--- src/rtl/conv_link_pkg.sv ---
package conv_link_pkg;

  typedef enum logic {
    LINK_IDLE = 1'b0,
    LINK_XFER = 1'b1
  } link_state_e;

  // Limit a requested ratio to [lo, hi].
  function automatic int unsigned clamp_ratio(input int unsigned req,
                                              input int unsigned lo,
                                              input int unsigned hi);
    if (req < lo) return lo;
    if (req > hi) return hi;
    return req;
  endfunction

endpackage

--- src/rtl/cl_sclk_gen.sv ---
module cl_sclk_gen #(
  parameter int CNT_W = 5
) (
  input  logic             clk,
  input  logic             rst,
  input  logic             start,
  input  logic             run,
  input  logic             last_bit,
  input  logic [CNT_W-1:0] ratio,
  output logic             sclk,
  output logic             bit_end
);

  logic [CNT_W-1:0] ratio_q;
  logic [CNT_W-1:0] high_q;
  logic [CNT_W-1:0] cnt;

  assign bit_end = run && (cnt == ratio_q - 1'b1);

  always_ff @(posedge clk) begin
    if (rst) begin
      ratio_q <= CNT_W'(2);
      high_q  <= CNT_W'(1);
      cnt     <= '0;
      sclk    <= 1'b0;
    end else if (start) begin
      ratio_q <= ratio;
      high_q  <= CNT_W'((ratio + 1'b1) >> 1);
      cnt     <= '0;
      sclk    <= 1'b1;
    end else if (run) begin
      if (cnt == ratio_q - 1'b1) begin
        cnt  <= '0;
        sclk <= !last_bit;
      end else begin
        cnt <= cnt + 1'b1;
        if (cnt == high_q - 1'b1) sclk <= 1'b0;
      end
    end
  end

endmodule

--- src/rtl/cl_shifter.sv ---
module cl_shifter #(
  parameter int W = 26
) (
  input  logic         clk,
  input  logic         rst,
  input  logic         load,
  input  logic [W-1:0] tx_word,
  input  logic         advance,
  input  logic         sdi,
  output logic         sdo,
  output logic [W-1:0] rx_word
);

  logic [W-1:0] tx_sh;

  always_ff @(posedge clk) begin
    if (rst) begin
      tx_sh   <= '0;
      sdo     <= 1'b0;
      rx_word <= '0;
    end else if (load) begin
      sdo     <= tx_word[W-1];
      tx_sh   <= tx_word << 1;
      rx_word <= {rx_word[W-2:0], sdi};
    end else if (advance) begin
      sdo     <= tx_sh[W-1];
      tx_sh   <= tx_sh << 1;
      rx_word <= {rx_word[W-2:0], sdi};
    end
  end

endmodule

--- src/rtl/conv_link_master.sv ---
module conv_link_master
  import conv_link_pkg::*;
#(
  parameter int WORD_W  = 26,
  parameter int DIV_MIN = 2,
  parameter int DIV_MAX = 17,
  parameter int CFG_W   = 5
) (
  input  logic              clk,
  input  logic              rst,
  input  logic [CFG_W-1:0]  div_cfg,
  input  logic              tx_valid,
  output logic              tx_ready,
  input  logic [WORD_W-1:0] tx_data,
  output logic              rx_valid,
  output logic [WORD_W-1:0] rx_data,
  output logic              busy,
  output logic              sclk,
  output logic              sel_n,
  output logic              sdo,
  input  logic              sdi
);

  localparam int CNT_W = $clog2(DIV_MAX + 2);
  localparam int BIT_W = $clog2(WORD_W);

  link_state_e       state;
  logic [BIT_W-1:0]  bit_idx;
  logic              accept;
  logic              last_bit;
  logic              bit_end;
  logic              advance;
  logic [CNT_W-1:0]  ratio_c;
  logic [WORD_W-1:0] rx_word;

  assign busy     = (state == LINK_XFER);
  assign tx_ready = !busy;
  assign accept   = tx_valid && tx_ready;
  assign last_bit = (bit_idx == BIT_W'(WORD_W - 1));
  assign advance  = bit_end && !last_bit;
  assign ratio_c  = CNT_W'(clamp_ratio(int'(unsigned'(div_cfg)), DIV_MIN, DIV_MAX));

  cl_sclk_gen #(.CNT_W(CNT_W)) u_gen (
    .clk      (clk),
    .rst      (rst),
    .start    (accept),
    .run      (busy),
    .last_bit (last_bit),
    .ratio    (ratio_c),
    .sclk     (sclk),
    .bit_end  (bit_end)
  );

  cl_shifter #(.W(WORD_W)) u_shift (
    .clk     (clk),
    .rst     (rst),
    .load    (accept),
    .tx_word (tx_data),
    .advance (advance),
    .sdi     (sdi),
    .sdo     (sdo),
    .rx_word (rx_word)
  );

  always_ff @(posedge clk) begin
    if (rst) begin
      state    <= LINK_IDLE;
      bit_idx  <= '0;
      sel_n    <= 1'b1;
      rx_valid <= 1'b0;
      rx_data  <= '0;
    end else begin
      rx_valid <= 1'b0;
      if (accept) begin
        state   <= LINK_XFER;
        bit_idx <= '0;
        sel_n   <= 1'b0;
      end else if (bit_end) begin
        if (last_bit) begin
          state    <= LINK_IDLE;
          sel_n    <= 1'b1;
          rx_valid <= 1'b1;
          rx_data  <= rx_word;
        end else begin
          bit_idx <= bit_idx + 1'b1;
        end
      end
    end
  end

endmodule

--- config.mk ---
export PLATFORM = sky130hd
export DESIGN_NAME = conv_link_master
export DESIGN_NICKNAME = d
export VERILOG_FILES = /design/src/rtl/conv_link_pkg.sv /design/src/rtl/cl_sclk_gen.sv /design/src/rtl/cl_shifter.sv /design/src/rtl/conv_link_master.sv
export SDC_FILE = /design/constraint.sdc
export NUM_CORES = 1
export LEC_CHECK = 0
export BUFFER_PORTS_ARGS = -buffer_cell sky130_fd_sc_hd__buf_2
export CAP_MARGIN = 5
export CORE_AREA = 2 2 78 155
export DETAILED_ROUTE_END_ITERATION = 16
export DIE_AREA = 0 0 80 157
export HOLD_SLACK_MARGIN = 0.03
export PLACE_DENSITY = 0.71
export SLEW_MARGIN = 20
export SYNTH_ARGS = -nofsm -noshare
export SYNTH_HDL_FRONTEND = slang
export SYNTH_SLANG_ARGS = --single-unit
--- constraint.sdc ---
create_clock -name clk -period 2.2 [get_ports clk]
set_input_delay 0.22 -clock clk [delete_from_list [all_inputs] [get_ports clk]]
set_output_delay 0.22 -clock clk [all_outputs]
set_load 0.1 [all_outputs]
==> impl_metrics.ini, run 1 <==
[outcome]
status = completed

[timing]
maxSlewViolCount = 0
period_share_pct = 98.4
skew_ns = 0.00980
setup_ws_ns = 0.0358
rsz0062_at_grt = yes
period_needed_ns = 2.16
hold_slack_ns = 0.121
tightestPinTransition_ns = 0.512
hold_viol_final = 0
fmax_mhz = 462
relSlewSlack_pct = 65.8
setup_viol = 0

[clock_tree]
cts_tree = built
ctsHtreeMaxLevel = 3
cts_hold_buffers = 0
clk_latency_ns = 0.35
clock-root-buffer = clkbuf_16
cts.sinks = 101
clk_pin_slew_ns = 0.07
cts_buffer_depth = 2
cts_buffers = 9

[pwr]
power_density_mw_per_mm2 = 744
ir_drop_uv = 666
p_leak_nw = 2.20

[logic_synthesis]
syn_nets = 505
synth_area_leader_cell = dfxtp_1
ys_ff_latch = 101
yosysMostFrequentCell = dfxtp_1
yosysUniqueCellTypes = 44
synth-edff-count = 0
synthFlopType = dfxtp_1
netlist_area_mm2 = 0.00450
avgSynthCellArea_um2 = 9.69
synthArstFlopShare_pct = 0
syn_inst = 464
synthTopCellsByCount = dfxtp_1 (101), nor2_1 (93), mux2i_1 (53)
synthTopCellsByArea = dfxtp_1 (45%), mux2i_1 (12%), nor2_1 (7.8%), a2111oi_2 (6.7%), nand2b_1 (3.9%)
synth.top_cell.area_share_pct = 45.0
seq_area_frac_synth_pct = 45.0
yosys_warnings = 0

[die]
die-area_mm2 = 0.0126
die_h_um = 157
rows = 55
die_x_um = 80
core_area_mm2 = 0.0113
io_pins = 67
initial_core_util_pct = 39.8

[global_routing]
grt_util_all_layers_pct = 16.8
grt_overflow = 0
grt_busiest_layer = met2
antenna_found_initial = 1
grt_pass1_wl_mm = 16.8
grt_max_degree = 52
grtUsageMet2_pct = 32.1
grt_util_met3_pct = 3.78
grt_pass1_vias = 3654
grt_use_met1_pct = 17.6

[setup_path]
cp.required_ns = 2.43
worstPathArrival_ns = 2.40
cp_max_fo = 7
worstSetupEndpointType = flop
crit_type = reg2reg
startpoint_type = flop
reg2reg_slack_ns = 0.04

[hold_path]
hp-class = in2reg

[layout]
num_antenna_cells = 0
final_nets = 576
area_growth_pct = 24.9
drive_above_1_share_pct = 28.3

[drt]
drt_iter0_markers = 135
ant_nets = 0
drt_first_pass_iters = 4
via_count = 3583
wl_mm = 10.4
post_drt_wl_per_cell_um = 15.3
post_drt_via_cell_ratio = 5.25
drc = 0

[place]
gp_congestion = 0.822
dp_hpwl_mm = 6.87
portBuffers = 66
dp_slack_ns = -0.0803

[flow_run]
max-cap-violations = 0
worst paths after layout:
check | endpoint | cells after the start | from
max reg2reg | u_shift.tx_sh[10] | 9 | u_gen.ratio_q[0]
min | u_shift.tx_sh[1] | 3 | tx_data[0]
min reg2reg | sel_n | 1 | sel_n
max | u_shift.tx_sh[10] | 9 | u_gen.ratio_q[0]
repair_timing:
| action | 4_1_cts | 5_1_grt |
|---|---|---|
| hold endpoints to repair | 0 | 0 |
| resized for setup | 8 | 18 |
| pin swaps | 5 | 9 |
| gates cloned | 3 | 1 |
| endpoints found under the setup margin | 71 | 57 |
| setup buffers | 2 | 6 |
logic make-up after synthesis:
logic type | share of synthesized area (%)
multiplexers | 11.8
flip-flops | 45.0
XOR/XNOR | 3.48
adder cells (fa/ha/maj) | 1.89
AO/OA/AOI/OAI | 13.9
buffers and inverters | 4.68
AND/OR/NAND/NOR | 19.2
worst max-delay path, stage by stage (launching register included):
cell,delay [ns]
dfxtp_2,0.33
inv_2,0.09
ha_4,0.18
nand4bb_4,0.13
a211oi_4,0.32
o2111ai_4,0.17
buf_6,0.18
nand2b_4,0.17
buf_6,0.17
a2111oi_2,0.30
cell type report:
cell class / count / area (um^2)
sequential: 101 / 2030
tap: 142 / 178
timing repair buffer: 94 / 708
fill: 1051 / 5670
inverter: 7 / 30.0
clock buffer: 9 / 225
multi-input combinational: 322 / 2370
clock inverter: 7 / 80.1
sequential cells by signal, summed over array words and instances (netlist names):
register / cells
u_gen.high_q: 4
busy: 1
rx_valid: 1
u_shift.rx_word: 26
sel_n: 1
bit_idx: 5
u_gen.ratio_q: 5
rx_data: 26
u_gen.cnt: 5
u_shift.sdo: 1
u_gen.sclk: 1
u_shift.tx_sh: 25
cell usage in the layout, fill, tap and decap left out, types with 4 or more instances in the layout:
cell type / netlist / final
nand2_1: 9 / 9
buf_12: 0 / 6
nor3_1: 32 / 32
a2111oi_2: 20 / 20
o21ai_0: 5 / 5
xor2_1: 6 / 6
buf_4: 5 / 15
ha_1: 6 / 5
buf_2: 3 / 66
nor2_1: 93 / 93
nand3_1: 5 / 5
or3_1: 5 / 4
clkbuf_16: 0 / 10
dfxtp_1: 101 / 99
mux2i_1: 53 / 52
a21oi_1: 11 / 9
inv_1: 7 / 4
xnor2_1: 10 / 10
nand2b_1: 28 / 28
metrics by stage:
stage / setup TNS (ns) / total power [mW] / area, um^2 / cells / util (%)
after CTS: 0 / 4.17 / 5460 / 675 / 48.3
after detailed placement: -1.22 / 2.50 / 5030 / 654 / 44.6
after floorplan: 0 / 2.37 / 4540 / 464 / -
after global placement: 0 / 2.48 / 5030 / 654 / 44.6
after global routing: -1.44 / 4.33 / 5620 / 682 / 49.8
final: 0 / 4.18 / 5620 / 682 / 49.8
per-layer routing:
| layer | part of all wire, % | vias to the layer above |
|---|---|---|
| li1 | - | 1768 |
| met3 | 4.5 | 17 |
| met4 | 1.7 | 2 |
| met5 | 0.067 | - |
| met2 | 55 | 94 |
| met1 | 38 | 1702 |
where the power goes:
| part | internal [mW] | total, mW | leakage, nW | switching [mW] |
|---|---|---|---|---|
| clock network | 0.901 | 1.63 | 0.149 | 0.731 |
| registers | 1.90 | 1.95 | 0.823 | 0.0494 |
| logic | 0.268 | 0.601 | 1.23 | 0.333 |
Power figures use the tool's default switching activity.
==> inputs of run 2 (changes only) <==
--- a/config.mk
+++ b/config.mk
@@ -5,13 +5,14 @@
 export SDC_FILE = /design/constraint.sdc
 export NUM_CORES = 1
 export LEC_CHECK = 0
+export ABC_AREA = 1
 export BUFFER_PORTS_ARGS = -buffer_cell sky130_fd_sc_hd__buf_2
 export CAP_MARGIN = 5
-export CORE_AREA = 2 2 78 155
+export CORE_AREA = 2 2 80 159
 export DETAILED_ROUTE_END_ITERATION = 16
-export DIE_AREA = 0 0 80 157
+export DIE_AREA = 0 0 82 161
 export HOLD_SLACK_MARGIN = 0.03
-export PLACE_DENSITY = 0.71
+export PLACE_DENSITY = 0.7
 export SLEW_MARGIN = 20
 export SYNTH_ARGS = -nofsm -noshare
 export SYNTH_HDL_FRONTEND = slang
==> run 2 against run 1 <==
Compared with the run above: first-iteration DRC count rose by 56%; power fell by 1.5%; clock-buffer cell count increased by 1; critical endpoint is now u_shift.tx_sh[4]; largest power group unchanged; highest routed layer is now met4.
==> impl_metrics.ini, run 2 <==
[outcome]
status = completed

[clock_tree]
clk_latency_ns = 0.34
cts_tree = built
cts_buffers = 9
post-cts-setup-buffers = 0
cts_hold_buffers = 0
clock-root-buffer = clkbuf_16
cts_resized = 0
cts_buffer_depth = 2
clk_pin_slew_ns = 0.07
cts.sinks = 101
ctsHtreeMaxLevel = 3

[place]
portBuffers = 66
dp_cells = 900
dp_hpwl_mm = 6.81
gp_congestion = 0.797

[logic_synthesis]
synthArstFlopShare_pct = 0
yosys_warnings = 0
synth.top_cell.area_share_pct = 42.9
avgSynthCellArea_um2 = 6.59
syn_inst = 714
synthTopCellsByCount = nand2_1 (218), nor2_1 (152), dfxtp_1 (101)
synthTopCellsByArea = dfxtp_1 (43%), nand2_1 (17%), nor2_1 (12%), inv_1 (4.5%), nand3b_1 (4.3%)
yosysUniqueCellTypes = 32
seq_area_frac_synth_pct = 42.9
syn_nets = 755
yosysMostFrequentCell = nand2_1
ys_ff_latch = 101
synth_area_leader_cell = dfxtp_1
synth-edff-count = 0
synthFlopType = dfxtp_1
netlist_area_mm2 = 0.00471

[layout]
final_cell_mix = nand2_1 (218), nor2_1 (151), dfxtp_1 (100)
final_cells = 915
drive_above_1_share_pct = 13.9
area_growth_pct = 15.6
num_antenna_cells = 0
final_common_cell = nand2_1
final_nets = 805
largestRegisters = rx_data (26), u_shift.rx_word (26), u_shift.tx_sh (25)

[setup_path]
crit_path_frequent_cell = nand2_1
crit_start = u_gen.ratio_q[0]
worstSetupEndpointType = flop
r2r-end = u_shift.tx_sh[4]
crit_end = u_shift.tx_sh[4]
reg2reg_slack_ns = 0.20
startpoint_type = flop
slowest_stage = dfxtp_1
cp_max_fo = 49
rr_startpoint = u_gen.ratio_q[0]
path_cells = inv_2, ha_1, inv_1, nand2_1, nand2_1, nor2_1, nand2_1, nor2_4, nand4_2, nand2_2, buf_12, nand2_1, nand2_1, nor2_1
crit_type = reg2reg
r2r_cells = 14
worstPathArrival_ns = 2.23
cpPeakStageDelay_ns = 0.36
cp.required_ns = 2.43

[drt]
drt_first_pass_iters = 5
post_drt_via_cell_ratio = 4.75
dr_wl_met2_mm = 4.92
wl_met1_mm = 4.83
post_drt_wl_per_cell_um = 11.3
drc = 0
top_layer_used = met4
via_count = 4343
drt_iter0_markers = 210
ant_nets = 0
wl_mm = 10.3
met3_length_um = 509

[timing]
fmax_mhz = 499
hold_viol_final = 0
period_share_pct = 91.0
maxSlewViolCount = 0
tightestPinTransition_ns = 0.496
setup_viol = 0
period_needed_ns = 2.00
relSlewSlack_pct = 67.2
skew_ns = 0.00629
rsz0062_at_grt = no
tns_ns = 0

[die]
die_h_um = 161
io_pins = 67
die_x_um = 82
core_area_mm2 = 0.0120
die-area_mm2 = 0.0132
rows = 57
initial_core_util_pct = 39.3

[pwr]
p_leak_nw = 2.80
ir_drop_uv = 662
power_density_mw_per_mm2 = 756

[global_routing]
grt_util_all_layers_pct = 16.4
grt_pass1_vias = 3910
grt_pass1_wl_mm = 17.5
antenna_found_initial = 1
grt_overflow = 0
grt_max_degree = 80

[hold_path]
min_from = tx_data[0]
hp-class = in2reg

[flow_run]
max-cap-violations = 0
## run 2: changes by cell type in the layout (fill, tap and decap cells not counted), moves of 26 or more
cell	previous run	this run
nand2_1	9	218
a21oi_1	9	35
nor3_1	32	4
mux2i_1	52	0
nor2_1	93	151
nand3b_1	1	27
nand2b_1	28	0
inv_1	4	55
## run 2: area by class of cell
| class | instances | area (um^2) |
|---|---|---|
| fillers | 1214 | 6540 |
| multi-input cells | 512 | 2280 |
| flip-flops and latches | 101 | 2020 |
| repair buffers | 76 | 443 |
| inverters | 64 | 243 |
| clock buffers | 10 | 239 |
| well taps | 147 | 184 |
| clock inverters | 5 | 36.3 |
## run 2: report_power, final
group	total [mW]	switching [mW]	internal (mW)
Combinational	0.628	0.396	0.232
Sequential	2.01	0.0743	1.94
Clock	1.47	0.680	0.793
## run 2: how the worst min path moves through the flow
stage | slack (ns) | cells after the start | end
4_1_cts | 0.09 | 3 | u_shift.tx_sh[1]
5_1_grt | 0.13 | 3 | u_shift.tx_sh[1]
2_1_floorplan | 0.33 | 2 | u_shift.tx_sh[1]
3_5_place_dp | 0.45 | 3 | u_shift.tx_sh[1]
6_report | 0.11 | 3 | u_shift.tx_sh[1]
3_3_place_gp | 0.44 | 3 | u_shift.tx_sh[1]
## run 2: cell families after synthesis
family	synth area share (%)
AO/OA/AOI/OAI	8.13
XOR/XNOR	0.930
buffers and inverters	8.77
AND/OR/NAND/NOR	37.6
flip-flops	42.9
adder cells (fa/ha/maj)	1.59
## run 2: critical path: cells and delay by family (launching register included)
| kind | cells | cell delay [ns] |
|---|---|---|
| buffers and inverters | 3 | 0.32 |
| flip-flops | 1 | 0.36 |
| adder cells (fa/ha/maj) | 1 | 0.30 |
| AND/OR/NAND/NOR | 10 | 0.89 |
## run 2: metrics by stage
stage / worst slack, ns / total power, mW / instance area (um^2) / utilization [%] / hold slack (ns)
global placement: 0.285 / 2.67 / 5170 / 43.1 / 0.444
finish: 0.198 / 4.12 / 5440 / 45.4 / 0.109
detailed placement: 0.189 / 2.68 / 5170 / 43.1 / 0.447
global route: 0.0143 / 4.35 / 5440 / 45.4 / 0.132
floorplan: 0.314 / 2.54 / 4710 / - / 0.333
CTS: 0.162 / 4.17 / 5440 / 45.4 / 0.0911
## run 2: per-layer routing
layer / global-route usage (%) / vias up
met1: 21.5 / 1946
met5: 0 / -
met2: 26.7 / 96
met4: 4.77 / 0
li1: - / 2295
met3: 3.35 / 6
==> inputs of run 3 (changes only) <==
--- a/config.mk
+++ b/config.mk
@@ -12,7 +12,6 @@
 export DETAILED_ROUTE_END_ITERATION = 16
 export DIE_AREA = 0 0 82 161
 export HOLD_SLACK_MARGIN = 0.03
-export PLACE_DENSITY = 0.7
 export SLEW_MARGIN = 20
 export SYNTH_ARGS = -nofsm -noshare
 export SYNTH_HDL_FRONTEND = slang
==> run 3 against run 2 <==
Compared with the run above: sequential power hardly changed; via count shrank 0.32%; hold slack lost 0.016 ns; largest cell class unchanged.
==> impl_metrics.ini, run 3 (same netlist as run 2, synthesis figures left out) <==
[layout]
final_common_cell = nand2_1
final_nets = 810
largestRegisters = rx_data (26), u_shift.rx_word (26), u_shift.tx_sh (25)
drive_above_1_share_pct = 14.6
area_growth_pct = 18.5
final_cell_mix = nand2_1 (218), nor2_1 (151), dfxtp_1 (100)
num_antenna_cells = 0
final_cells = 921

[setup_path]
cp_max_fo = 25
slowest_stage = dfxtp_1
cp_top_family = simple AND/OR/NAND/NOR gates
cp.required_ns = 2.45
worstPathArrival_ns = 2.25
path_cells = inv_2, ha_1, inv_1, nand2_1, nand3_1, nand2_1, nor2_2, nand4_4, nand2_4, buf_12, nand2_1, nand2_1, nor2_1
worstSetupEndpointType = flop
cpPeakStageDelay_ns = 0.38
crit_type = reg2reg
startpoint_type = flop
crit_path_frequent_cell = nand2_1
critPathBufInv = 3

[clock_tree]
cts_tree = built
clk_pin_slew_ns = 0.07
cts_buffers = 9
post-cts-setup-buffers = 0
cts_hold_buffers = 0
ctsHtreeMaxLevel = 3
cts.sinks = 101
cts_resized = 0
clock-root-buffer = clkbuf_16
cts_buffer_depth = 2
clk_latency_ns = 0.35

[timing]
rsz0062_at_grt = no
maxSlewViolCount = 0
period_share_pct = 91.0
setup_viol = 0
tns_ns = 0
tightestPinTransition_ns = 0.515
fmax_mhz = 499
hold_viol_final = 0
period_needed_ns = 2.00
skew_ns = 0.00616
setup_ws_ns = 0.197
relSlewSlack_pct = 65.9

[die]
rows = 57
die-area_mm2 = 0.0132
io_pins = 67
die_h_um = 161
initial_core_util_pct = 39.3
die_x_um = 82
core_area_mm2 = 0.0120

[pwr]
p_leak_nw = 2.87
p_sw_share_pct = 27.5
p_int_mw = 3.20
ir_drop_uv = 557
pwr-share-comb_pct = 14.8
p_sw_mw = 1.22
power_density_mw_per_mm2 = 791
clkPwrFrac_pct = 39.6
seqPwrFrac_pct = 45.5

[global_routing]
grt_util_all_layers_pct = 16.8
grt_max_degree = 50
antenna_found_initial = 0
grt_pass1_wl_mm = 17.7
grt_pass1_vias = 3870
grt_overflow = 0

[drt]
post_drt_via_cell_ratio = 4.70
via_count = 4329
drc = 0
drt_first_pass_iters = 4
post_drt_wl_per_cell_um = 11.8
wl_mm = 10.9
drt_iter0_markers = 168
ant_nets = 0

[hold_path]
hp-class = in2reg

[flow_run]
max-cap-violations = 0

[place]
dp_slack_ns = 0.121
dp_hpwl_mm = 7.25
gp_congestion = 0.773
dp_cells = 904
portBuffers = 66

[outcome]
status = completed
[run 3: cell count changes in the layout (fill, tap and decap cells not counted), sizes merged]
cell / change
buf: +4
bufinv: +2
clkinv: +1
inv: +2
clkinvlp: -3
[run 3: stage by stage]
step | power [mW] | utilization, % | cell area [um^2] | hold slack [ns]
3_5_place_dp | 2.69 | 43.5 | 5210 | 0.448
6_report | 4.42 | 46.6 | 5580 | 0.0930
4_1_cts | 4.45 | 46.2 | 5540 | 0.0871
5_1_grt | 4.64 | 46.6 | 5580 | 0.133
2_1_floorplan | 2.54 | - | 4710 | 0.333
3_3_place_gp | 2.68 | 43.5 | 5210 | 0.438
[run 3: worst register-to-register path: stages, from the launching register on]
cell and delay (ns):
dfxtp_1 0.38, inv_2 0.07, ha_1 0.23, inv_1 0.08
nand2_1 0.05, nand3_1 0.07, nand2_1 0.06, nor2_2 0.21
nand4_4 0.24, nand2_4 0.16, buf_12 0.17, nand2_1 0.08
nand2_1 0.06, nor2_1 0.04
[run 3: final cells by class]
class                   instances  area, um^2
fillers                      1240        6400
multi-input cells             512        2290
flip-flops and latches        101        2020
repair buffers                 81         510
inverters                      64         240
clock buffers                   9         225
well taps                     147         184
clock inverters                 7         106
[run 3: power groups by stage]
stage               combinational (mW)  sequential (mW)  clock [mW]
finish                           0.655             2.01        1.75
global route                     0.751             2.03        1.86
CTS                              0.644             2.01        1.80
detailed placement               0.640             2.05           0
global placement                 0.628             2.05           0
floorplan                        0.459             2.08           0
[run 3: metal layers]
metal  global-route usage, %  vias up  share of wire (%)
li1                        -     2319                  -
met1                    22.2     1929                 47
met2                    26.9       69                 47
met3                    3.41       12                3.8
met4                    5.91        0                1.8
met5                       0        -                  0
[run 3: worst paths after layout]
kind                                  startpoint                 to  slack, ns  depth (start not counted)
worst min register to register        u_gen.sclk         u_gen.sclk       0.47                          2
worst max register to register  u_gen.ratio_q[0]  u_shift.tx_sh[10]       0.20                         13
worst min-delay path                  tx_data[0]   u_shift.tx_sh[1]       0.09                          3
worst max-delay path            u_gen.ratio_q[0]  u_shift.tx_sh[10]       0.20                         13
